File: config.mk
export PLATFORM = sky130hd
export DESIGN_NAME = dword_byte_narrower
export DESIGN_NICKNAME = d
export VERILOG_FILES = /design/src/rtl/narrow_pkg.sv /design/src/rtl/narrow_decode.sv /design/src/rtl/lane_convert.sv /design/src/rtl/lane_merge.sv /design/src/rtl/dword_byte_narrower.sv
export SDC_FILE = /design/constraint.sdc
export NUM_CORES = 1
export LEC_CHECK = 0
export CORE_AREA = 4 4 317 319
export DETAILED_ROUTE_END_ITERATION = 8
export DIE_AREA = 0 0 321 323
export DONT_BUFFER_PORTS = 1
export GPL_TIMING_DRIVEN = 0
export PLACE_DENSITY_LB_ADDON = 0.1
export RECOVER_POWER = 25
export SLEW_MARGIN = 20
export SYNTH_ARGS = -nofsm -noshare
export SYNTH_HDL_FRONTEND = slang
export SYNTH_SLANG_ARGS = --single-unit
File: constraint.sdc
create_clock -name clk -period 10.36 [get_ports clk]
set_input_delay 0.518 -clock clk [delete_from_list [all_inputs] [get_ports clk]]
set_output_delay 0.518 -clock clk [all_outputs]
set_load 0.01 [all_outputs]
File: src/rtl/narrow_pkg.sv
package narrow_pkg;

  typedef enum logic [1:0] {
    NM_TRUNC = 2'd0,
    NM_SSAT  = 2'd1,
    NM_USAT  = 2'd2
  } narrow_mode_e;

  localparam logic [7:0] OPC_TRUNC = 8'h31;
  localparam logic [7:0] OPC_SSAT  = 8'h21;
  localparam logic [7:0] OPC_USAT  = 8'h11;

  localparam logic [3:0] AUX_LEGAL = 4'b1111;

endpackage

File: src/rtl/narrow_decode.sv
module narrow_decode
  import narrow_pkg::*;
#(
  parameter int LANES = 16
) (
  input  logic [7:0]       opcode,
  input  logic [1:0]       vl_sel,
  input  logic [3:0]       aux_spec,
  input  logic             zero_en,
  input  logic             dst_mem,
  output narrow_mode_e     mode,
  output logic [LANES-1:0] lane_on,
  output logic             fault
);

  localparam int CNT_W = $clog2(LANES + 1);

  logic [CNT_W-1:0] lane_count;
  logic             bad_opc;
  logic             bad_len;

  always_comb begin
    bad_opc = 1'b0;
    case (opcode)
      OPC_TRUNC: mode = NM_TRUNC;
      OPC_SSAT:  mode = NM_SSAT;
      OPC_USAT:  mode = NM_USAT;
      default: begin
        mode    = NM_TRUNC;
        bad_opc = 1'b1;
      end
    endcase
  end

  always_comb begin
    bad_len = 1'b0;
    case (vl_sel)
      2'd0:    lane_count = CNT_W'(LANES / 4);
      2'd1:    lane_count = CNT_W'(LANES / 2);
      2'd2:    lane_count = CNT_W'(LANES);
      default: begin
        lane_count = '0;
        bad_len    = 1'b1;
      end
    endcase
  end

  for (genvar j = 0; j < LANES; j++) begin : g_on
    assign lane_on[j] = (CNT_W'(j) < lane_count);
  end

  assign fault = bad_opc | bad_len | (aux_spec != AUX_LEGAL) | (zero_en & dst_mem);

endmodule

File: src/rtl/lane_convert.sv
module lane_convert
  import narrow_pkg::*;
#(
  parameter int IN_W  = 32,
  parameter int OUT_W = 8
) (
  input  logic [IN_W-1:0]  word_in,
  input  narrow_mode_e     mode,
  output logic [OUT_W-1:0] byte_out
);

  logic [IN_W-OUT_W:0] upper_s;
  logic                s_fits;
  logic                u_over;
  logic [OUT_W-1:0]    s_clamp;
  logic [OUT_W-1:0]    u_clamp;

  assign upper_s = word_in[IN_W-1:OUT_W-1];
  assign s_fits  = (~|upper_s) | (&upper_s);
  assign u_over  = |word_in[IN_W-1:OUT_W];

  always_comb begin
    if (s_fits)
      s_clamp = word_in[OUT_W-1:0];
    else if (word_in[IN_W-1])
      s_clamp = {1'b1, {(OUT_W-1){1'b0}}};
    else
      s_clamp = {1'b0, {(OUT_W-1){1'b1}}};
  end

  assign u_clamp = u_over ? {OUT_W{1'b1}} : word_in[OUT_W-1:0];

  always_comb begin
    case (mode)
      NM_SSAT: byte_out = s_clamp;
      NM_USAT: byte_out = u_clamp;
      default: byte_out = word_in[OUT_W-1:0];
    endcase
  end

endmodule

File: src/rtl/lane_merge.sv
module lane_merge #(
  parameter int OUT_W = 8
) (
  input  logic [OUT_W-1:0] conv_byte,
  input  logic [OUT_W-1:0] old_byte,
  input  logic             lane_on,
  input  logic             mask_bit,
  input  logic             mask_en,
  input  logic             zero_en,
  input  logic             dst_mem,
  input  logic             fault,
  output logic [OUT_W-1:0] byte_out,
  output logic             we_out
);

  logic take;

  assign take = lane_on & (mask_bit | ~mask_en) & ~fault;

  always_comb begin
    if (fault) begin
      byte_out = '0;
      we_out   = 1'b0;
    end else if (dst_mem) begin
      byte_out = take ? conv_byte : old_byte;
      we_out   = take;
    end else begin
      we_out = 1'b1;
      if (!lane_on)
        byte_out = '0;
      else if (take)
        byte_out = conv_byte;
      else if (zero_en)
        byte_out = '0;
      else
        byte_out = old_byte;
    end
  end

endmodule

File: src/rtl/dword_byte_narrower.sv
module dword_byte_narrower
  import narrow_pkg::*;
#(
  parameter int LANES = 16,
  parameter int SRC_W = 32,
  parameter int DST_W = 8
) (
  input  logic                   clk,
  input  logic                   rst_n,
  input  logic                   in_valid,
  input  logic [7:0]             opcode,
  input  logic [1:0]             vl_sel,
  input  logic [3:0]             aux_spec,
  input  logic                   mask_en,
  input  logic [LANES-1:0]       mask,
  input  logic                   zero_en,
  input  logic                   dst_mem,
  input  logic [LANES*SRC_W-1:0] src,
  input  logic [LANES*DST_W-1:0] old_dst,
  output logic                   out_valid,
  output logic [LANES*DST_W-1:0] result,
  output logic [LANES-1:0]       byte_we,
  output logic                   ud_fault
);

  localparam int RES_W = LANES * DST_W;

  logic rst_meta_n;
  logic rst_sync_n;

  always_ff @(posedge clk or negedge rst_n) begin
    if (!rst_n) begin
      rst_meta_n <= 1'b0;
      rst_sync_n <= 1'b0;
    end else begin
      rst_meta_n <= 1'b1;
      rst_sync_n <= rst_meta_n;
    end
  end

  narrow_mode_e     mode;
  logic [LANES-1:0] lane_on;
  logic             fault;

  narrow_decode #(.LANES(LANES)) i_decode (
    .opcode   (opcode),
    .vl_sel   (vl_sel),
    .aux_spec (aux_spec),
    .zero_en  (zero_en),
    .dst_mem  (dst_mem),
    .mode     (mode),
    .lane_on  (lane_on),
    .fault    (fault)
  );

  logic [RES_W-1:0] result_d;
  logic [LANES-1:0] we_d;

  for (genvar j = 0; j < LANES; j++) begin : g_lane
    logic [DST_W-1:0] conv;

    lane_convert #(.IN_W(SRC_W), .OUT_W(DST_W)) i_conv (
      .word_in  (src[j*SRC_W +: SRC_W]),
      .mode     (mode),
      .byte_out (conv)
    );

    lane_merge #(.OUT_W(DST_W)) i_merge (
      .conv_byte (conv),
      .old_byte  (old_dst[j*DST_W +: DST_W]),
      .lane_on   (lane_on[j]),
      .mask_bit  (mask[j]),
      .mask_en   (mask_en),
      .zero_en   (zero_en),
      .dst_mem   (dst_mem),
      .fault     (fault),
      .byte_out  (result_d[j*DST_W +: DST_W]),
      .we_out    (we_d[j])
    );
  end

  logic             valid_q, valid_n;
  logic [RES_W-1:0] result_q, result_n;
  logic [LANES-1:0] we_q, we_n;
  logic             fault_q, fault_n;

  always_comb begin
    valid_n  = in_valid;
    result_n = result_q;
    we_n     = we_q;
    fault_n  = fault_q;
    if (in_valid) begin
      result_n = result_d;
      we_n     = we_d;
      fault_n  = fault;
    end
  end

  always_ff @(posedge clk or negedge rst_sync_n) begin
    if (!rst_sync_n) begin
      valid_q  <= 1'b0;
      result_q <= '0;
      we_q     <= '0;
      fault_q  <= 1'b0;
    end else begin
      valid_q  <= valid_n;
      result_q <= result_n;
      we_q     <= we_n;
      fault_q  <= fault_n;
    end
  end

  assign out_valid = valid_q;
  assign result    = result_q;
  assign byte_we   = we_q;
  assign ud_fault  = fault_q;

endmodule

# Yosys cells after proc, flatten, opt, wreduce, memory -nomap -nowiden
# Cells that the tools add are included.
dict set report word_totals {
  latch_bits 0
  wordCells 363
  register_bits 148
  ram_bits 0
  out_inout_bits 146
  inputBits 676
  memories 0
  romBits 0
}
dict set report classes {
  mux 196
  bitwise_logic 70
  reduce_logical 67
  add_sub_neg 0
  multipliers 0
  magnitude_cmp 16
  n_div 0
  n_eq_ne 8
  n_shift 0
}
# cell count
set op_table {}
lappend op_table {{two-way mux 8 bit} 144}
lappend op_table {{AND reduction 25 bit} 16}
lappend op_table {{OR reduction 25 bit} 16}
lappend op_table {{OR reduction 24 bit} 16}
lappend op_table {{case mux 8 bit (2 select lines)} 16}
lappend op_table {{less-than comparator 4 x 5 -> 1 bit, first input constant} 8}
lappend op_table {{bitwise OR 1 bit} 35}
lappend op_table {{two-way mux 1 bit} 34}
lappend op_table {{AND 1 bit} 33}
lappend op_table {{less-than comparator 3 x 5 -> 1 bit, first input constant} 4}
lappend op_table {{equality test 8 x 6 -> 1 bit, second input constant} 2}
lappend op_table {{logical NOT 1 bit} 16}
lappend op_table {{case mux 5 bit (3 select lines)} 1}
lappend op_table {{less-than comparator 1 x 5 -> 1 bit, first input constant} 2}
lappend op_table {{less-than comparator 2 x 5 -> 1 bit, first input constant} 2}
lappend op_table {{equality test 8 x 5 -> 1 bit, second input constant} 1}
lappend op_table {{OR reduction 3 bit} 2}
lappend op_table {{equality test 2 x 1 -> 1 bit, second input constant} 2}
lappend op_table {{equality test 2 bit, second input constant} 2}
lappend op_table {{!= test 4 bit, second input constant} 1}
lappend op_table {{case mux 2 bit (2 select lines)} 1}
lappend op_table {{logical NOT 2 bit} 1}
lappend op_table {{NOT 1 bit} 2}

# Longest topological paths before layout
dict set report logic_depth {
  ltp_word 12
  depth_mapped 13
  mapped_depth_nobuf 11
}

# By module
# From an unflattened synthesis, not the netlist that was laid out.
dict set report hier_totals {
  cells_unflattened 1490
  area_unflattened_um2 13775.7
}
# module n_inst cells_each area_each_um2 seq_area_each_um2
set by_module_without_submodules {}
lappend by_module_without_submodules {dword_byte_narrower 1 310 5651.7 3703.6}
lappend by_module_without_submodules {lane_merge 16 35 247.7 0.0}
lappend by_module_without_submodules {lane_convert 16 37 246.5 0.0}
lappend by_module_without_submodules {narrow_decode 1 28 216.5 0.0}

# Worst setup path before layout
# No wires, ideal clock.
dict set report synth_path {
  path_kind {input to register}
  from {in opcode[1]}
  to {reg result_q[100], in the netlist result[100]}
  setup_ps 144
  path_buffers 2
  cell_stages 12
  t_required_ps 10216
  t_arrival_ps 2954
  slack_ps 7262
  cell_sequence {nor4b_2 and2_1 nand2_1 or2_2 ha_1 buf_2 nor2_2 clkbuf_1 nand2_1 a32o_1 o21ai_0 o221ai_1}
}
dict set report synth_via {
  elab_chain_cells 12
  word_cells_on_any_way 19
  cone_classes {eq/ne: 5; mux: 8; bitwise: 5; reduce/logical: 1}
}
# item line
set synth_rtl {}
lappend synth_rtl {{from (decl)} dword_byte_narrower.sv:11} ;# input logic [7:0] opcode,
lappend synth_rtl {{equality test 8 x 6 -> 1 bit or equality test 8 x 5 -> 1 bit (tied branches)} narrow_decode.sv:24} ;# case (opcode)
lappend synth_rtl {{OR reduction 3 bit (no source line)} --}
lappend synth_rtl {{two-way mux 1 bit} narrow_decode.sv:24}
lappend synth_rtl {{bitwise OR 1 bit (3 in series)} narrow_decode.sv:52} ;# assign fault = bad_opc | bad_len | (aux_spec != AUX_LEGAL) | (zero_en & dst_mem);
lappend synth_rtl {{NOT 1 bit} lane_merge.sv:18} ;# assign take = lane_on & (mask_bit | ~mask_en) & ~fault;
lappend synth_rtl {{AND 1 bit} lane_merge.sv:18}
lappend synth_rtl {{two-way mux 8 bit} lane_merge.sv:31} ;# else if (take)
lappend synth_rtl {{two-way mux 8 bit} lane_merge.sv:29} ;# if (!lane_on)
lappend synth_rtl {{two-way mux 8 bit} lane_merge.sv:24} ;# end else if (dst_mem) begin
lappend synth_rtl {{two-way mux 8 bit *} lane_merge.sv:21} ;# if (fault) begin
lappend synth_rtl {{to (signal assigned)} dword_byte_narrower.sv:107} ;# result_q <= result_n;
lappend synth_rtl {{to (decl)} dword_byte_narrower.sv:83} ;# logic [RES_W-1:0] result_q, result_n;
# Mark *: on every way between the ends. The rest lies on a longest branch, timed or not.
# A chain may end at the register's enable or synchronous reset.

# Final worst setup path
dict set report layout_path {
  from {in opcode[1]}
  to {reg result_q[23], in the netlist result[23]}
}
# The elaborated chain is that of the path after synthesis.

==> summary.txt <==
Power
  • Leakage: 0.005337 µW
  • PwrDens: 89.65 nW/µm²
  • Peak VDD IR: 0.09130 mV

Clock tree
  • Clock Tree Buf Depth: 2
  • Clk_lat worst skew: 0.53 ns
  • CTS tree: yes
  • CTS Sinks: 148
  • CTS Buf Count: 17
  • Root Driver: clkbuf_16
  • H-tree levels: 4
  • Clock transition at the registers of the reported paths: 0.08 ns

Global routing
  • Initial antenna violation count: 13
  • Largest net degree at the start of global routing: 44
  • First-pass GRT wire length: 154,200 µm
  • Global Route Usage Sum: 21.22%
  • Vias in the first global route: 18,260
  • Grt total ovfl: 0

Synthesis
  • Mapped Cells: 1,954
  • Synth Net Count: 2,635
  • Main combinational cell family by area after synthesis: compound AO/OA/AOI/OAI gates
  • Multiplexer share of the synthesized area: 0%
  • Ys Warns: 0
  • Area leader, netlist: dfrtp_1
  • Post-synth top area share: 25.10%
  • Mean Syn Cell Area: 7.550 µm²
  • Top FF cell, synth: dfrtp_1
  • Cell variety after synth: 71
  • FF+latch count, synth: 148
  • Adder-Cell Fraction of Synth Area: 0.4241%
  • Top area cells in the synthesized netlist: dfrtp_1 25%, nor4_1 6.1%, o221ai_1 5.8%
  • Post-synth EDFFs: 0
  • Cell Area, Synth: 14,750 µm²
  • Post-Synth Simple-Gate Area: 26.47%
  • Synth Area in Compound Gates: 39.11%
  • Post-synthesis sequential area ratio: 25.10%
  • Ys async rst share: 100.0%
  • Post-Synth XOR/XNOR Area: 0%

Setup path
  • Most used cell, CP: nand2_1
  • Worst reg2reg path depth: 1
  • Crit-path slowest cell: clkbuf_1
  • Worst flop-to-flop path startpoint: rst_sync_n$_DFF_PN0_
  • Critical Path Sink Type: flop
  • WS Path Type: primary input to flop
  • Reg2reg setup slack: 6.02 ns
  • Crit-path max cell delay: 0.86 ns
  • R2r endpoint: result[116]$_DFFE_PN0P_
  • Top delay family on crit path: buffers and inverters
  • Worst Path Max Fanout: 10
  • Buffers and inverters on the worst path: 4
  • CP Data Arrival Time: 5.42 ns
  • Worst Path Required: 10.82 ns
  • Startpoint Class: primary input
  • Worst path cell trace: nor4b_2 -> and2_1 -> nand2_1 -> or2_2 -> inv_1 -> ha_1 -> clkbuf_2 -> clkbuf_1 -> clkbuf_1 -> nand2_1 -> nand2_1 -> o2111ai_1 -> nand3_1

Timing
  • Fin. max-slew vios: 114
  • Min Tclk post-route: 4.965 ns
  • Final Hold Fails: 0
  • Fmax: 0.2014 GHz
  • Worst Tran Pin Value: 3.053 ns
  • Final worst slack: 5.395 ns
  • Setup violators final: 0
  • Rel. slew slack: -103.5%
  • Setup repair after global routing missed its margin: no
  • TNS Setup: 0 ns
  • Fin Clk Skew: 0.01908 ns
  • Final period util: 47.92%

Final layout
  • Area delta synth->final: 15.93%
  • Post-Layout Inst Area: 17,100 µm²
  • Layout cells sized above 1: 7.172%
  • Most common cell after layout, fill and taps aside: nand2_1
  • Most frequent cells in the layout: 182 x nand2_1, 154 x inv_1, 148 x dfrtp_1, 141 x nor4_1, 105 x nand4_1
  • Core Util, Final: 17.48%
  • Nets: 2,662

Route
  • Total vias in the final route: 18,340
  • Initial DRC Count: 1,892
  • Detailed Route WL: 115,700 µm
  • Routed len/inst: 35.15 µm
  • Final ANT Viol Nets: 0
  • Drt pass-1 iters: 8
  • Remaining DRCs: 0
  • Vias per Instance: 5.572

Placement
  • HPWL Detailed: 91,950 µm
  • IO buf count: 0
  • Routability cong.: 0.8421
  • Dpl cell area: 16,560 µm²
  • Place WS: 4.668 ns

Floorplan
  • Die Width: 321 µm
  • Initial Util: 15.08%
  • Core ar.: 97,840 µm²
  • Number of I/O pins: 822
  • Die area: 103,700 µm²
  • Chip Height: 323 µm
  • Row count: 115

Worst hold path
  • Hold endpoint: result[26]$_DFFE_PN0P_
  • Hold wc startpoint: old_dst[26]
  • Hold depth: 2
  • Hold WC Path Type: primary input to flop

Job
  • MaxCap Viol Count: 3

Run status
  • Failing checks: capacitance limit, slew limit
  • Status: finished with violations
## per-stage QoR
step | total power (µW) | hold WS [ns] | std cells
global route | 1601 | 0.1330 | 3281
finish | 1533 | 0.1532 | 3291
global placement | 866.5 | 0.2225 | 3241
floorplan | 768.7 | 0.2224 | 1954
CTS | 1562 | 0.09266 | 3281
detailed placement | 873.0 | 0.2225 | 3247
## cell usage after synthesis, types with 14 or more instances
cell       instances
o221ai_1          98
nor4_1           143
nand2_1          182
nor2_1            42
o211ai_1          70
and4_1            17
a21oi_1           33
o21ai_0           97
dfrtp_1          148
nand4_1          105
nor2b_1           37
a21bo_2           15
inv_1            154
a22o_1            63
a31oi_1           68
o21ai_1           40
a22oi_1           47
a211o_1           35
a21o_1            16
buf_2             36
a21boi_0          14
a2111oi_0         38
nand2b_1          17
or4_1             43
a32o_1            43
nand3_1           28
nor3_1            73
clkbuf_1         116
## kinds of logic (layout without fill, tap and decap cells)
kind of cell | count (synthesis) | in the layout
and+or+nand+nor | 714 | 714
other | 1 | 11
buffers and inverters | 326 | 366
AOI/OAI and AO/OA | 760 | 760
DFF | 148 | 148
adders and majority gates | 5 | 5
## flip-flops by register name, summed over array words and instances, names as in the netlist
signal	count
rst_meta_n	1
ud_fault	1
rst_sync_n	1
out_valid	1
byte_we	16
result	128
## layout make-up
cell class,instances,area [µm²]
clock buffers,17,425.4
inverters,157,589.3
diodes,10,25.02
well taps,1287,1610
fillers,11130,80740
clock inverters,15,121.4
repair buffers,8,130.1
flip-flops and latches,148,3704
multi-input cells,1480,9758
plain buffers,169,739.5
## where the power goes
part,total [µW],switching (µW),internal (µW)
sequential,582,3.87,578
clock,673,361,312
combinational,279,188,90.5
total,1530,553,980
## routing by layer
metal	track usage [%]	share of wire, %	up-vias
met5	0	0.040	-
li1	-	-	7922
met1	26.07	40	9228
met3	7.089	9.9	113
met4	5.807	2.3	6
met2	35.59	48	1069
## how the worst max path moves through the flow
stage                         endpoint  cells past startpoint                 start
2_1_floorplan   byte_we[0]$_DFFE_PN0P_                      0  rst_sync_n$_DFF_PN0_
3_3_place_gp   result[116]$_DFFE_PN0P_                      0  rst_sync_n$_DFF_PN0_
3_5_place_dp    result[23]$_DFFE_PN0P_                     13             opcode[1]
4_1_cts         result[23]$_DFFE_PN0P_                     13             opcode[1]
5_1_grt         result[23]$_DFFE_PN0P_                     13             opcode[1]
6_report        result[23]$_DFFE_PN0P_                     13             opcode[1]
## what timing repair did
action	CTS	global route
setup endpoints to repair	0	0
hold buffers	2	0
gates resized for setup	0	0
hold endpoints to repair	3	0
buffers inserted	0	0
Power figures use the tool's default switching activity.
